## config.mk

```make
export PLATFORM = sky130hd
export DESIGN_NAME = llsc_monitor
export DESIGN_NICKNAME = d
export VERILOG_FILES = /design/src/rtl/llsc_pkg.sv /design/src/rtl/llsc_lock_table.sv /design/src/rtl/llsc_line_match.sv /design/src/rtl/llsc_resolve.sv /design/src/rtl/llsc_monitor.sv
export SDC_FILE = /design/constraint.sdc
export NUM_CORES = 1
export LEC_CHECK = 0
export ABC_AREA = 1
export ABC_CLOCK_PERIOD_IN_PS = 3300
export BUFFER_PORTS_ARGS = -buffer_cell sky130_fd_sc_hd__buf_2
export CAP_MARGIN = 20
export CORE_UTILIZATION = 60
export DETAILED_ROUTE_END_ITERATION = 12
export HOLD_SLACK_MARGIN = 0.03
export PLACE_DENSITY = 0.88
export SETUP_SLACK_MARGIN = 0.02
export SLEW_MARGIN = 20
export SYNTH_ARGS = -nofsm -noshare
export SYNTH_HDL_FRONTEND = slang
export SYNTH_SLANG_ARGS = --single-unit
```

## constraint.sdc

```tcl
create_clock -name clk_i -period 3.3 [get_ports clk_i]
set_input_delay 0.33 -clock clk_i [delete_from_list [all_inputs] [get_ports clk_i]]
set_output_delay 0.33 -clock clk_i [all_outputs]
set_load 0.1 [all_outputs]
```

## src/rtl/llsc_pkg.sv

```systemverilog
package llsc_pkg;

    typedef enum logic [1:0] {
        OP_LINK  = 2'd0,
        OP_COND  = 2'd1,
        OP_STORE = 2'd2,
        OP_OTHER = 2'd3
    } llsc_op_e;

endpackage

```

## src/rtl/llsc_lock_table.sv

```systemverilog
module llsc_lock_table #(
    parameter int NUM_LINES = 8,
    parameter int TAG_W     = 7,
    parameter int ID_W      = 2,
    localparam int IDX_W    = $clog2(NUM_LINES)
) (
    input  logic             clk_i,
    input  logic             rst_ni,
    input  logic [IDX_W-1:0] a_idx_i,
    output logic             a_valid_o,
    output logic [TAG_W-1:0] a_tag_o,
    output logic [ID_W-1:0]  a_owner_o,
    input  logic [IDX_W-1:0] b_idx_i,
    output logic             b_valid_o,
    output logic [TAG_W-1:0] b_tag_o,
    input  logic             wr_en_i,
    input  logic [IDX_W-1:0] wr_idx_i,
    input  logic             wr_valid_i,
    input  logic [TAG_W-1:0] wr_tag_i,
    input  logic [ID_W-1:0]  wr_owner_i,
    input  logic             clr_en_i,
    input  logic [IDX_W-1:0] clr_idx_i
);

    typedef struct packed {
        logic             valid;
        logic [TAG_W-1:0] tag;
        logic [ID_W-1:0]  owner;
    } slot_t;

    slot_t [NUM_LINES-1:0] tab_d, tab_q;

    always_comb begin
        tab_d = tab_q;
        if (clr_en_i) begin
            tab_d[clr_idx_i].valid = 1'b0;
        end
        // the completion's update is applied last so it wins on a shared slot
        if (wr_en_i) begin
            tab_d[wr_idx_i].valid = wr_valid_i;
            tab_d[wr_idx_i].tag   = wr_tag_i;
            tab_d[wr_idx_i].owner = wr_owner_i;
        end
    end

    always_ff @(posedge clk_i or negedge rst_ni) begin
        if (!rst_ni) begin
            tab_q <= '0;
        end else begin
            tab_q <= tab_d;
        end
    end

    assign a_valid_o = tab_q[a_idx_i].valid;
    assign a_tag_o   = tab_q[a_idx_i].tag;
    assign a_owner_o = tab_q[a_idx_i].owner;
    assign b_valid_o = tab_q[b_idx_i].valid;
    assign b_tag_o   = tab_q[b_idx_i].tag;

endmodule

```

## src/rtl/llsc_line_match.sv

```systemverilog
module llsc_line_match #(
    parameter int TAG_W = 7
) (
    input  logic             slot_valid_i,
    input  logic [TAG_W-1:0] slot_tag_i,
    input  logic [TAG_W-1:0] query_tag_i,
    output logic             hit_o
);

    assign hit_o = slot_valid_i && (slot_tag_i == query_tag_i);

endmodule

```

## src/rtl/llsc_resolve.sv

```systemverilog
module llsc_resolve
    import llsc_pkg::*;
(
    input  logic       bypass_i,
    input  logic       cmp_valid_i,
    input  logic [1:0] cmp_op_i,
    input  logic       cmp_present_i,
    input  logic       line_hit_i,
    input  logic       owner_match_i,
    input  logic       inv_valid_i,
    input  logic       inv_same_i,
    input  logic       inv_hit_i,
    output logic       ok_o,
    output logic       wr_en_o,
    output logic       wr_valid_o,
    output logic       clr_en_o
);

    llsc_op_e op;
    logic     active;
    logic     held;

    assign op     = llsc_op_e'(cmp_op_i);
    assign active = cmp_valid_i && !bypass_i && cmp_present_i;
    assign held   = line_hit_i && owner_match_i && !inv_same_i;

    always_comb begin
        ok_o       = 1'b1;
        wr_en_o    = 1'b0;
        wr_valid_o = 1'b0;
        if (active) begin
            unique case (op)
                OP_LINK: begin
                    wr_en_o    = !inv_same_i;
                    wr_valid_o = 1'b1;
                end
                OP_COND: begin
                    ok_o    = held;
                    wr_en_o = line_hit_i;
                end
                OP_STORE: begin
                    wr_en_o = line_hit_i && owner_match_i;
                end
                default: begin
                end
            endcase
        end
    end

    assign clr_en_o = inv_valid_i && !bypass_i && inv_hit_i;

endmodule

```

## src/rtl/llsc_monitor.sv

```systemverilog
module llsc_monitor #(
    parameter int NUM_LINES = 8,
    parameter int ADDR_W    = 10,
    parameter int ID_W      = 2,
    parameter int RESULT_W  = 8,
    localparam int IDX_W    = $clog2(NUM_LINES),
    localparam int TAG_W    = ADDR_W - IDX_W
) (
    input  logic                clk_i,
    input  logic                rst_ni,
    input  logic                bypass_i,
    input  logic                cmp_valid_i,
    input  logic [1:0]          cmp_op_i,
    input  logic [ADDR_W-1:0]   cmp_addr_i,
    input  logic [ID_W-1:0]     cmp_id_i,
    input  logic                cmp_present_i,
    input  logic                inv_valid_i,
    input  logic [ADDR_W-1:0]   inv_addr_i,
    output logic                rsp_valid_o,
    output logic                rsp_ok_o,
    output logic [RESULT_W-1:0] rsp_value_o
);

    typedef struct packed {
        logic valid;
        logic ok;
    } rsp_t;

    rsp_t rsp_d, rsp_q;

    logic [IDX_W-1:0] cmp_idx, inv_idx;
    logic [TAG_W-1:0] cmp_tag, inv_tag;
    logic             a_valid, b_valid;
    logic [TAG_W-1:0] a_tag, b_tag;
    logic [ID_W-1:0]  a_owner;
    logic             line_hit, inv_hit, owner_match, inv_same;
    logic             ok, wr_en, wr_valid, clr_en;

    assign cmp_idx = cmp_addr_i[IDX_W-1:0];
    assign cmp_tag = cmp_addr_i[ADDR_W-1:IDX_W];
    assign inv_idx = inv_addr_i[IDX_W-1:0];
    assign inv_tag = inv_addr_i[ADDR_W-1:IDX_W];

    llsc_lock_table #(
        .NUM_LINES (NUM_LINES),
        .TAG_W     (TAG_W),
        .ID_W      (ID_W)
    ) table_i (
        .clk_i      (clk_i),
        .rst_ni     (rst_ni),
        .a_idx_i    (cmp_idx),
        .a_valid_o  (a_valid),
        .a_tag_o    (a_tag),
        .a_owner_o  (a_owner),
        .b_idx_i    (inv_idx),
        .b_valid_o  (b_valid),
        .b_tag_o    (b_tag),
        .wr_en_i    (wr_en),
        .wr_idx_i   (cmp_idx),
        .wr_valid_i (wr_valid),
        .wr_tag_i   (cmp_tag),
        .wr_owner_i (cmp_id_i),
        .clr_en_i   (clr_en),
        .clr_idx_i  (inv_idx)
    );

    llsc_line_match #(.TAG_W(TAG_W)) cmp_match_i (
        .slot_valid_i (a_valid),
        .slot_tag_i   (a_tag),
        .query_tag_i  (cmp_tag),
        .hit_o        (line_hit)
    );

    llsc_line_match #(.TAG_W(TAG_W)) inv_match_i (
        .slot_valid_i (b_valid),
        .slot_tag_i   (b_tag),
        .query_tag_i  (inv_tag),
        .hit_o        (inv_hit)
    );

    assign owner_match = (a_owner == cmp_id_i);
    assign inv_same    = inv_valid_i && (inv_addr_i == cmp_addr_i);

    llsc_resolve resolve_i (
        .bypass_i      (bypass_i),
        .cmp_valid_i   (cmp_valid_i),
        .cmp_op_i      (cmp_op_i),
        .cmp_present_i (cmp_present_i),
        .line_hit_i    (line_hit),
        .owner_match_i (owner_match),
        .inv_valid_i   (inv_valid_i),
        .inv_same_i    (inv_same),
        .inv_hit_i     (inv_hit),
        .ok_o          (ok),
        .wr_en_o       (wr_en),
        .wr_valid_o    (wr_valid),
        .clr_en_o      (clr_en)
    );

    always_comb begin
        rsp_d.valid = cmp_valid_i;
        rsp_d.ok    = cmp_valid_i ? ok : rsp_q.ok;
    end

    always_ff @(posedge clk_i or negedge rst_ni) begin
        if (!rst_ni) begin
            rsp_q <= '0;
        end else begin
            rsp_q <= rsp_d;
        end
    end

    assign rsp_valid_o = rsp_q.valid;
    assign rsp_ok_o    = rsp_q.ok;
    assign rsp_value_o = RESULT_W'(rsp_q.ok);

endmodule

```

==> implementation parameters, run 1 <==
Parameter                              Value

Final layout
  Sequential cell area ... 0.00205 mm²
  Layout filler cell count ... approximately 860
  Final instance area ... roughly 0.0063 mm²
  Nets@finish ... roughly 960
  Antenna diode count ... 0
  Combined area of the multi-input logic cells ... 0.00313 mm²
  Core utilization of the finished layout ... 0.675
  Layout Area Growth over Synthesis ... 7.26%
  Fraction of final layout cells sized beyond drive strength 1 ... 0.101

STA
  Highest Clock Rate ... 406 MHz
  RSZ-0062 raised after global routing ... no
  Max-slew violations ... 0
  Worst max-slew margin expressed relative to the limit ... 0.295
  Worst Hold Slack ... -10.8 ps
  Fin worst setup slack ... 834 ps
  Tightest Pin Transition ... 1050 ps
  Final setup violation count ... 0
  Min Tclk post-route ... 2470 ps
  Post-route setup TNS ... 0 ps
  Period utilisation layout ... 0.747
  Clock skew ... slightly above 9 ps
  Final hold viol count ... 9

Routing
  Routed via count ... 6241
  Via density per instance ... just under 6
  Antenna Nets Post-Route ... 0
  Drt initial violations ... between 500 and 600
  Wire length per cell after detailed routing ... 16.4 µm
  DRC violation count after routing ... 0
  Final wirelength ... 17500 µm
  Pre-Repair DR Iteration Count ... 7

Logic synthesis
  Post-synth ARST share ... 1.00
  Syn Std Cell Area ... 0.00590 mm²
  Post-Syn Area per Cell ... 6.39 µm²
  Multiplexer fraction of the synthesized cell area ... 0
  Synth Flop Type ... dfrtp_1
  Synth Register Bits ... 82
  Number of warnings reported in the yosys synthesis log ... 0
  Number of different library cells in the post-synthesis netlist ... 31
  XOR/XNOR share of the synthesized area ... 0.00743
  Cells after synthesis ... between 900 and 1000
  Sequential share of the synthesized area ... 0.348
  Compound-Gate Fraction of Synth Area ... 0.0565
  Combinational family with the most area after synthesis ... simple AND/OR/NAND/NOR gates
  Simple-gate share of the synthesized area ... 0.462
  Synthesized-area fraction occupied by adder cells ... 0
  EDFF count, synth ... 0

Outcome
  Violated checks ... hold timing
  Outcome ... finished, violations left

Pwr
  Power Total ... between 0.002 and 0.003 W
  Worst IR Drop VDD ... 0.287 mV
  Pleak ... 3.40 nW
  P per Cell Area ... 408 mW/mm²

Worst setup path
  Crit Path Class ... in2reg
  Critical path startpoint category ... input port
  Start point of the critical path ... cmp_addr_i[0]
  CP bufs+invs ... 3
  Peak fanout along the critical path ... 46
  Cell chain of the critical path ... buf_2 -> buf_4 -> nand2_1 -> nand3_1 -> nand2_1 -> o21ai_1 -> nand2_1 -> nor2_1 -> nand2_1 -> nor2_2 -> nand3_1 -> nand3_4 -> buf_4 -> nand3_4 -> nand2_1 -> nand2_1
  Element type at the critical path end ... flip-flop
  Crit path required time ... between 3000 and 4000 ps
  Arrival time reported for the critical path endpoint ... 2720 ps
  Family with the most delay on the worst path ... simple AND/OR/NAND/NOR gates
  Max incr delay on CP ... 430 ps
  Most frequent CP cell ... nand2_1
  Crit Reg-Reg Startpoint ... table_i.tab_q[32]
  Cell with the largest stage delay on the worst path ... buf_4

Clock network
  Clock input transition at the sequential cells of the worst setup and hold paths ... 80 ps
  Later-pin clock latency in the skew report ... ~370 ps
  Number of clock buffers inserted by TritonCTS ... 9
  Total clock sinks ... 82
  Cell at the root of the clock tree ... clkbuf_8
  Post-CTS Hold Buffers ... 0
  Gates resized, CTS repair ... 0
  Clock Tree Buf Depth ... 2
  Post-CTS Setup Inserts ... 0
  TritonCTS clock tree ... done
  CTS H-Tree Depth ... 3

Flow run
  Count of maximum capacitance violations ... 0

Worst hold path
  Kind of path behind the tightest hold check ... in2async

Floorplanning
  Site row count ... 35
  Die Ht ... between 100 and 150 µm
  Number of primary I/O pins ... 40
  Placeable core area ... 0.00937 mm²
  Die Area ... 0.0102 mm²
  Starting density of the core ... 0.629
  Die W ... 101 µm

Global route
  Maximum number of pins on one net before global-route repair ... 83
  Antenna violations before repair ... 0
  Global-route total usage across every layer ... 0.363
  Aggregate global routing overflow ... 0
  Via count of the first global-routing pass ... 5823
  Global-route wire length before repair ... approximately 29000 µm

Placement
  HPWL after detailed placement ... 12100 µm
  Worst slack at placement ... 552 ps
  Placed cell areas ... 0.00609 mm²
  Input/output buffers ... 32
  Gpl congestion ... 0.977
==> worst register-to-register path, cell delays in order, from the launching register on <==
cell and delay (ps):
dfrtp_1 380, inv_1 170, nand2_1 90, nand3_1 120
nand2_1 80, o21ai_1 130, nand2_1 60, nor2_1 80
nand2_1 60, nor2_2 140, nand3_1 130, nand3_4 250
buf_4 250, nand3_4 140, nand2_1 120, nand2_1 60
==> kinds of logic (layout without fill, tap and decap cells) <==
kind of cell	count (synthesis)	after routing
flops	82	82
buf+inv	165	174
compound gates	64	64
simple gates	605	605
xor+xnor	5	5
other cells	1	7
==> metrics by stage <==
step / hold WS (ps) / cells
2_1_floorplan: 34.4 / 928
3_3_place_gp: 455 / 1050
3_5_place_dp: 458 / 1050
4_1_cts: 102 / 1066
5_1_grt: 69.2 / 1066
6_report: -10.8 / 1066
==> sequential cells by signal, indices dropped and copies added, names as in the netlist <==
signal	count
rsp_valid_o	1
rsp_ok_o	1
table_i.tab_q	80
==> synth_stat cells (9+ instances only) <==
cell type,n,area (µm²)
nand3_1,61,305
inv_1,94,353
nand4_1,76,475
nor2_1,30,113
dfrtp_1,82,2050
nand2_1,410,1540
clkbuf_1,27,101
nand3_4,9,158
buf_4,11,82.6
o21ai_0,32,160
buf_2,19,95.1
a21oi_1,17,85.1
==> routing by layer <==
| metal | vias up | track usage | wire length (µm) |
|---|---|---|---|
| li1 | 2937 | - | - |
| met1 | 2857 | 0.480 | 7030 |
| met2 | 364 | 0.567 | 7780 |
| met3 | 83 | 0.0943 | 1960 |
| met4 | 0 | 0.149 | 711 |
| met5 | - | 0 | 0 |
==> final cells by class <==
| class | instances | area share |
|---|---|---|
| repair buffers | 56 | 0.0588 |
| clock buffers | 11 | 0.0224 |
| clock inverters | 5 | 0.0137 |
| well taps | 129 | 0.0255 |
| multi-input cells | 681 | 0.495 |
| flip-flops and latches | 82 | 0.324 |
| inverters | 102 | 0.0605 |
==> final timing paths <==
kind | to | slack [ps] | cells after the start
min reg2reg | table_i.tab_q[3] | 480 | 2
min | table_i.tab_q[66] | -10 | 1
max in group asynchronous | table_i.tab_q[12] | 2780 | 1
min in group clk_i | rsp_valid_o | 100 | 1
max reg2reg | table_i.tab_q[34] | 940 | 15
max | table_i.tab_q[34] | 830 | 16
==> placed cells by master (no fill, tap or decap), types with 2 or more instances in the layout <==
cell	Yosys	layout
clkinv_1	2	2
nor2_2	3	3
nand3_1	61	61
clkinv_4	0	2
nand2_1	410	410
nand4_1	76	76
buf_12	1	2
and2_1	4	4
xor2_1	5	5
o22ai_1	5	5
inv_2	6	6
buf_4	11	22
nand3_4	9	9
nor3_1	3	3
clkbuf_8	0	10
nand2_2	2	2
nor4_1	2	2
o21ai_0	32	32
buf_2	19	31
o21ai_1	7	7
nor2_4	3	3
conb_1	1	7
bufinv_16	0	2
nor2_1	30	30
dfrtp_1	82	82
inv_1	94	94
a21oi_1	17	17
==> where the power goes <==
group          total (W)  switching [W]  leakage [nW]  internal, W
clock           0.000838       0.000386         0.114     0.000453
sequential       0.00116      0.0000722          1.10      0.00109
combinational   0.000577       0.000412          2.19     0.000165
total            0.00258       0.000870          3.40      0.00171
No activity file was read; power rests on OpenSTA's default activity.
==> inputs of run 2 (changes only) <==
--- a/config.mk
+++ b/config.mk
@@ -6,13 +6,13 @@
 export NUM_CORES = 1
 export LEC_CHECK = 0
 export ABC_AREA = 1
-export ABC_CLOCK_PERIOD_IN_PS = 3300
+export ABC_CLOCK_PERIOD_IN_PS = 2050
 export BUFFER_PORTS_ARGS = -buffer_cell sky130_fd_sc_hd__buf_2
 export CAP_MARGIN = 20
-export CORE_UTILIZATION = 60
+export CORE_UTILIZATION = 56
 export DETAILED_ROUTE_END_ITERATION = 12
 export HOLD_SLACK_MARGIN = 0.03
-export PLACE_DENSITY = 0.88
+export PLACE_DENSITY = 0.87
 export SETUP_SLACK_MARGIN = 0.02
 export SLEW_MARGIN = 20
 export SYNTH_ARGS = -nofsm -noshare
==> constraint.sdc (replaced) <==
create_clock -name clk_i -period 2.05 [get_ports clk_i]
set_input_delay 0.205 -clock clk_i [delete_from_list [all_inputs] [get_ports clk_i]]
set_output_delay 0.205 -clock clk_i [all_outputs]
set_load 0.1 [all_outputs]
==> run 2 against run 1 <==
The flow finishes with violations (setup timing). Final cell count rose by 10%. Flip-flop and latch count unchanged. Worst setup slack worse by 990 ps. Sequential power rose by 60%. Register-to-register slack got worse by 1100 ps. Non-clock buffer count up 98. Power rose by 67%. Cell area is 17% higher. Sequential share of layout area fell by 4.8 points. First-iteration DRC count rose by 85%. Largest cell class unchanged.
==> implementation parameters, run 2 (synthesis gave the netlist of run 1 again) <==
Parameter                              Value

Routing
  Drt initial violations ... 1097 (was 592)
  Antenna Nets Post-Route ... 0 (unchanged)
  DRC violation count after routing ... 0 (unchanged)
  Via density per instance ... 5.87 (was 5.85)
  Wire length per cell after detailed routing ... 17.4 µm (was 16.4 µm)
  Routed via count ... 6889 (was 6241)
  Final wirelength ... 20400 µm (was 17500 µm)
  Pre-Repair DR Iteration Count ... 6 (was 7)

Flow run
  Count of maximum capacitance violations ... 0 (unchanged)

Floorplanning
  Site row count ... 37 (was 35)
  Placeable core area ... 0.0103 mm² (was 0.00937 mm²)
  Number of primary I/O pins ... 40 (unchanged)
  Die W ... 105 µm (was 101 µm)
  Die Area ... 0.0109 mm² (was 0.0102 mm²)
  Die Ht ... 105 µm (was 101 µm)
  Starting density of the core ... 0.574 (was 0.629)

Clock network
  Later-pin clock latency in the skew report ... 390 ps (was 370 ps)
  Number of clock buffers inserted by TritonCTS ... 9 (unchanged)
  Cell at the root of the clock tree ... clkbuf_8 (unchanged)
  Clock Tree Buf Depth ... 2 (unchanged)
  TritonCTS clock tree ... done (unchanged)
  CTS H-Tree Depth ... 3 (unchanged)
  Clock input transition at the sequential cells of the worst setup and hold paths ... 100 ps (was 80 ps)
  Total clock sinks ... 82 (unchanged)

Final layout
  Final instance area ... 0.00742 mm² (was 0.00632 mm²)
  Register containing the most flip-flops in the final layout ... table_i.tab_q (unchanged)
  Fraction of final layout cells sized beyond drive strength 1 ... 0.242 (was 0.101)
  Most common cell after layout, fill and taps aside ... nand2_1 (unchanged)
  Antenna diode count ... 0 (unchanged)
  Commonest cells after routing, fill and taps aside ... nand2_1, buf_4, dfrtp_1 (was nand2_1, inv_1, dfrtp_1)
  Nets@finish ... 1063 (was 962)
  Layout Area Growth over Synthesis ... 25.8% (was 7.26%)
  Max reg flops ... 80 (unchanged)

Worst hold path
  Start point of the worst hold path ... cmp_id_i[1]
  Worst hold path depth ... 3
  Hold endpoint ... table_i.tab_q[41]
  Kind of path behind the tightest hold check ... in2reg (was in2async)

Worst setup path
  Crit Reg-Reg Startpoint ... table_i.tab_q[26] (was table_i.tab_q[32])
  Arrival time reported for the critical path endpoint ... 2490 ps (was 2720 ps)
  Element type at the critical path end ... flip-flop (unchanged)
  Max incr delay on CP ... 400 ps (was 430 ps)
  Instance count on the critical path ... 16 (unchanged)
  Cell chain of the critical path ... inv_2 -> nand2_1 -> nand3_2 -> nand2_2 -> o21ai_2 -> nand2_1 -> nor2_1 -> nand2_1 -> nor2_4 -> nand3_2 -> nand3_4 -> buf_6 -> nand2_4 -> buf_6 -> nand2_1 -> nand2_1 (was buf_2 -> buf_4 -> nand2_1 -> nand3_1 -> nand2_1 -> o21ai_1 -> nand2_1 -> nor2_1 -> nand2_1 -> nor2_2 -> nand3_1 -> nand3_4 -> buf_4 -> nand3_4 -> nand2_1 -> nand2_1)
  Setup slack of the worst register-to-register path ... -160 ps (was 940 ps)
  Cell with the largest stage delay on the worst path ... dfrtp_1 (was buf_4)
  Peak fanout along the critical path ... 6 (was 46)
  Critical path startpoint category ... flip-flop (was input port)
  Number of cell instances on the worst register-to-register path ... 16 (was 15)
  Crit Path Class ... reg2reg (was in2reg)
  Most frequent CP cell ... nand2_1 (unchanged)
  Crit path required time ... 2330 ps (was 3560 ps)
  CP bufs+invs ... 3 (unchanged)
  Family with the most delay on the worst path ... simple AND/OR/NAND/NOR gates (unchanged)
  Worst flop-to-flop path endpoint ... table_i.tab_q[79] (was table_i.tab_q[34])

Placement
  Placed cell areas ... 0.00669 mm² (was 0.00609 mm²)
  Input/output buffers ... 32 (unchanged)
  HPWL after detailed placement ... 13700 µm (was 12100 µm)
  Gpl congestion ... 1.00 (was 0.977)
  Worst slack at placement ... -289 ps (was 552 ps)

STA
  Tightest Pin Transition ... 539 ps (was 1050 ps)
  Max-slew violations ... 0 (unchanged)
  Final hold viol count ... 0 (was 9)
  Clock skew ... 17.6 ps (was 9.22 ps)
  Worst max-slew margin expressed relative to the limit ... 0.641 (was 0.295)
  Final setup violation count ... 81 (was 0)
  Min Tclk post-route ... 2210 ps
  Post-route setup TNS ... -8990 ps (was 0 ps)
  Fin worst setup slack ... -159 ps (was 834 ps)
  Worst Hold Slack ... 190 ps (was -10.8 ps)
  RSZ-0062 raised after global routing ... yes (was no)
  Highest Clock Rate ... approximately 450 MHz
  Period utilisation layout ... 1.08

Outcome
  Outcome ... finished, violations left (unchanged)
  Violated checks ... setup timing (was hold timing)

Pwr
  Pleak ... 3.97 nW (was 3.40 nW)
  Power Total ... 0.00432 W (was 0.00258 W)
  Internal power ... 0.00277 W (was 0.00171 W)
  Power share of the sequential group ... 0.432 (was 0.451)
  Combinational group share of total power ... 0.283 (was 0.224)
  Clk pwr share ... 0.285 (was 0.325)
  Worst IR Drop VDD ... 0.348 mV (was 0.287 mV)
  Net switching fraction of the power ... 0.358 (was 0.337)
  Switching pwr ... 0.00155 W (was 0.000870 W)
  P per Cell Area ... 582 mW/mm² (was 408 mW/mm²)

Global route
  Global-route wire length before repair ... 31100 µm (was 28500 µm)
  Via count of the first global-routing pass ... 6269 (was 5823)
  Aggregate global routing overflow ... 0 (unchanged)
  Global-route total usage across every layer ... 0.366 (was 0.363)
  Antenna violations before repair ... 0 (unchanged)
  Maximum number of pins on one net before global-route repair ... 51 (was 83)
## run 2: changes by cell type in the layout (fill, tap and decap cells not counted), sizes merged, moves of 2 or more
cell	delta
buf	+96
nand3	+3
clkbuf	-2
clkinvlp	+2
dlygate4sd3	+2
inv	+2
## run 2: cell type report
type | count | area (µm²)
clock buffers | 9 | 124
inverters | 102 | 385
repair buffers | 154 | 1290
fillers | 830 | 2860
multi-input cells | 684 | 3320
clock inverters | 7 | 76.3
flip-flops and latches | 82 | 2050
well taps | 136 | 170
## run 2: repair_timing
action                     CTS  global route
gates resized for setup     32            45
setup endpoints to repair   60            81
cloned                       3             2
setup buffers               15            13
pin swaps                    4            29
hold buffers                 2             0
hold endpoints to repair    38             0
## run 2: metal layers
layer | GRT usage | wire length (µm)
met5 | 0 | 0
met1 | 0.484 | 7690
met2 | 0.538 | 8880
met3 | 0.0867 | 2530
met4 | 0.231 | 1310
## run 2: through the flow
stage	instances	utilization
3_5_place_dp	1125	0.651
5_1_grt	1174	0.722
3_3_place_gp	1125	0.651
4_1_cts	1160	0.697
6_report	1174	0.722
2_1_floorplan	928	-
## run 2: worst min-delay path: stages
cell and delay, ps:
buf_2 180, nand4_1 110, nand2_1 50
## run 2: worst max-delay path by stage
| stage | start | end | slack, ps |
|---|---|---|---|
| final | table_i.tab_q[26] | table_i.tab_q[79] | -160 |
| after global routing | table_i.tab_q[38] | table_i.tab_q[64] | -260 |
| after CTS | table_i.tab_q[6] | rsp_ok_o | -40 |
| after detailed placement | cmp_addr_i[0] | table_i.tab_q[76] | -290 |
| after global placement | cmp_addr_i[0] | table_i.tab_q[70] | -230 |
| after floorplan | inv_addr_i[0] | table_i.tab_q[9] | 190 |
## run 2: power by group through the flow
stage          Sequential [W]  Combinational (W)  Clock (W)
6_report              0.00186            0.00122    0.00123
2_1_floorplan         0.00187           0.000667          0
3_5_place_dp          0.00188            0.00105          0
3_3_place_gp          0.00188            0.00103          0
4_1_cts               0.00185            0.00111    0.00124
5_1_grt               0.00188            0.00133    0.00131
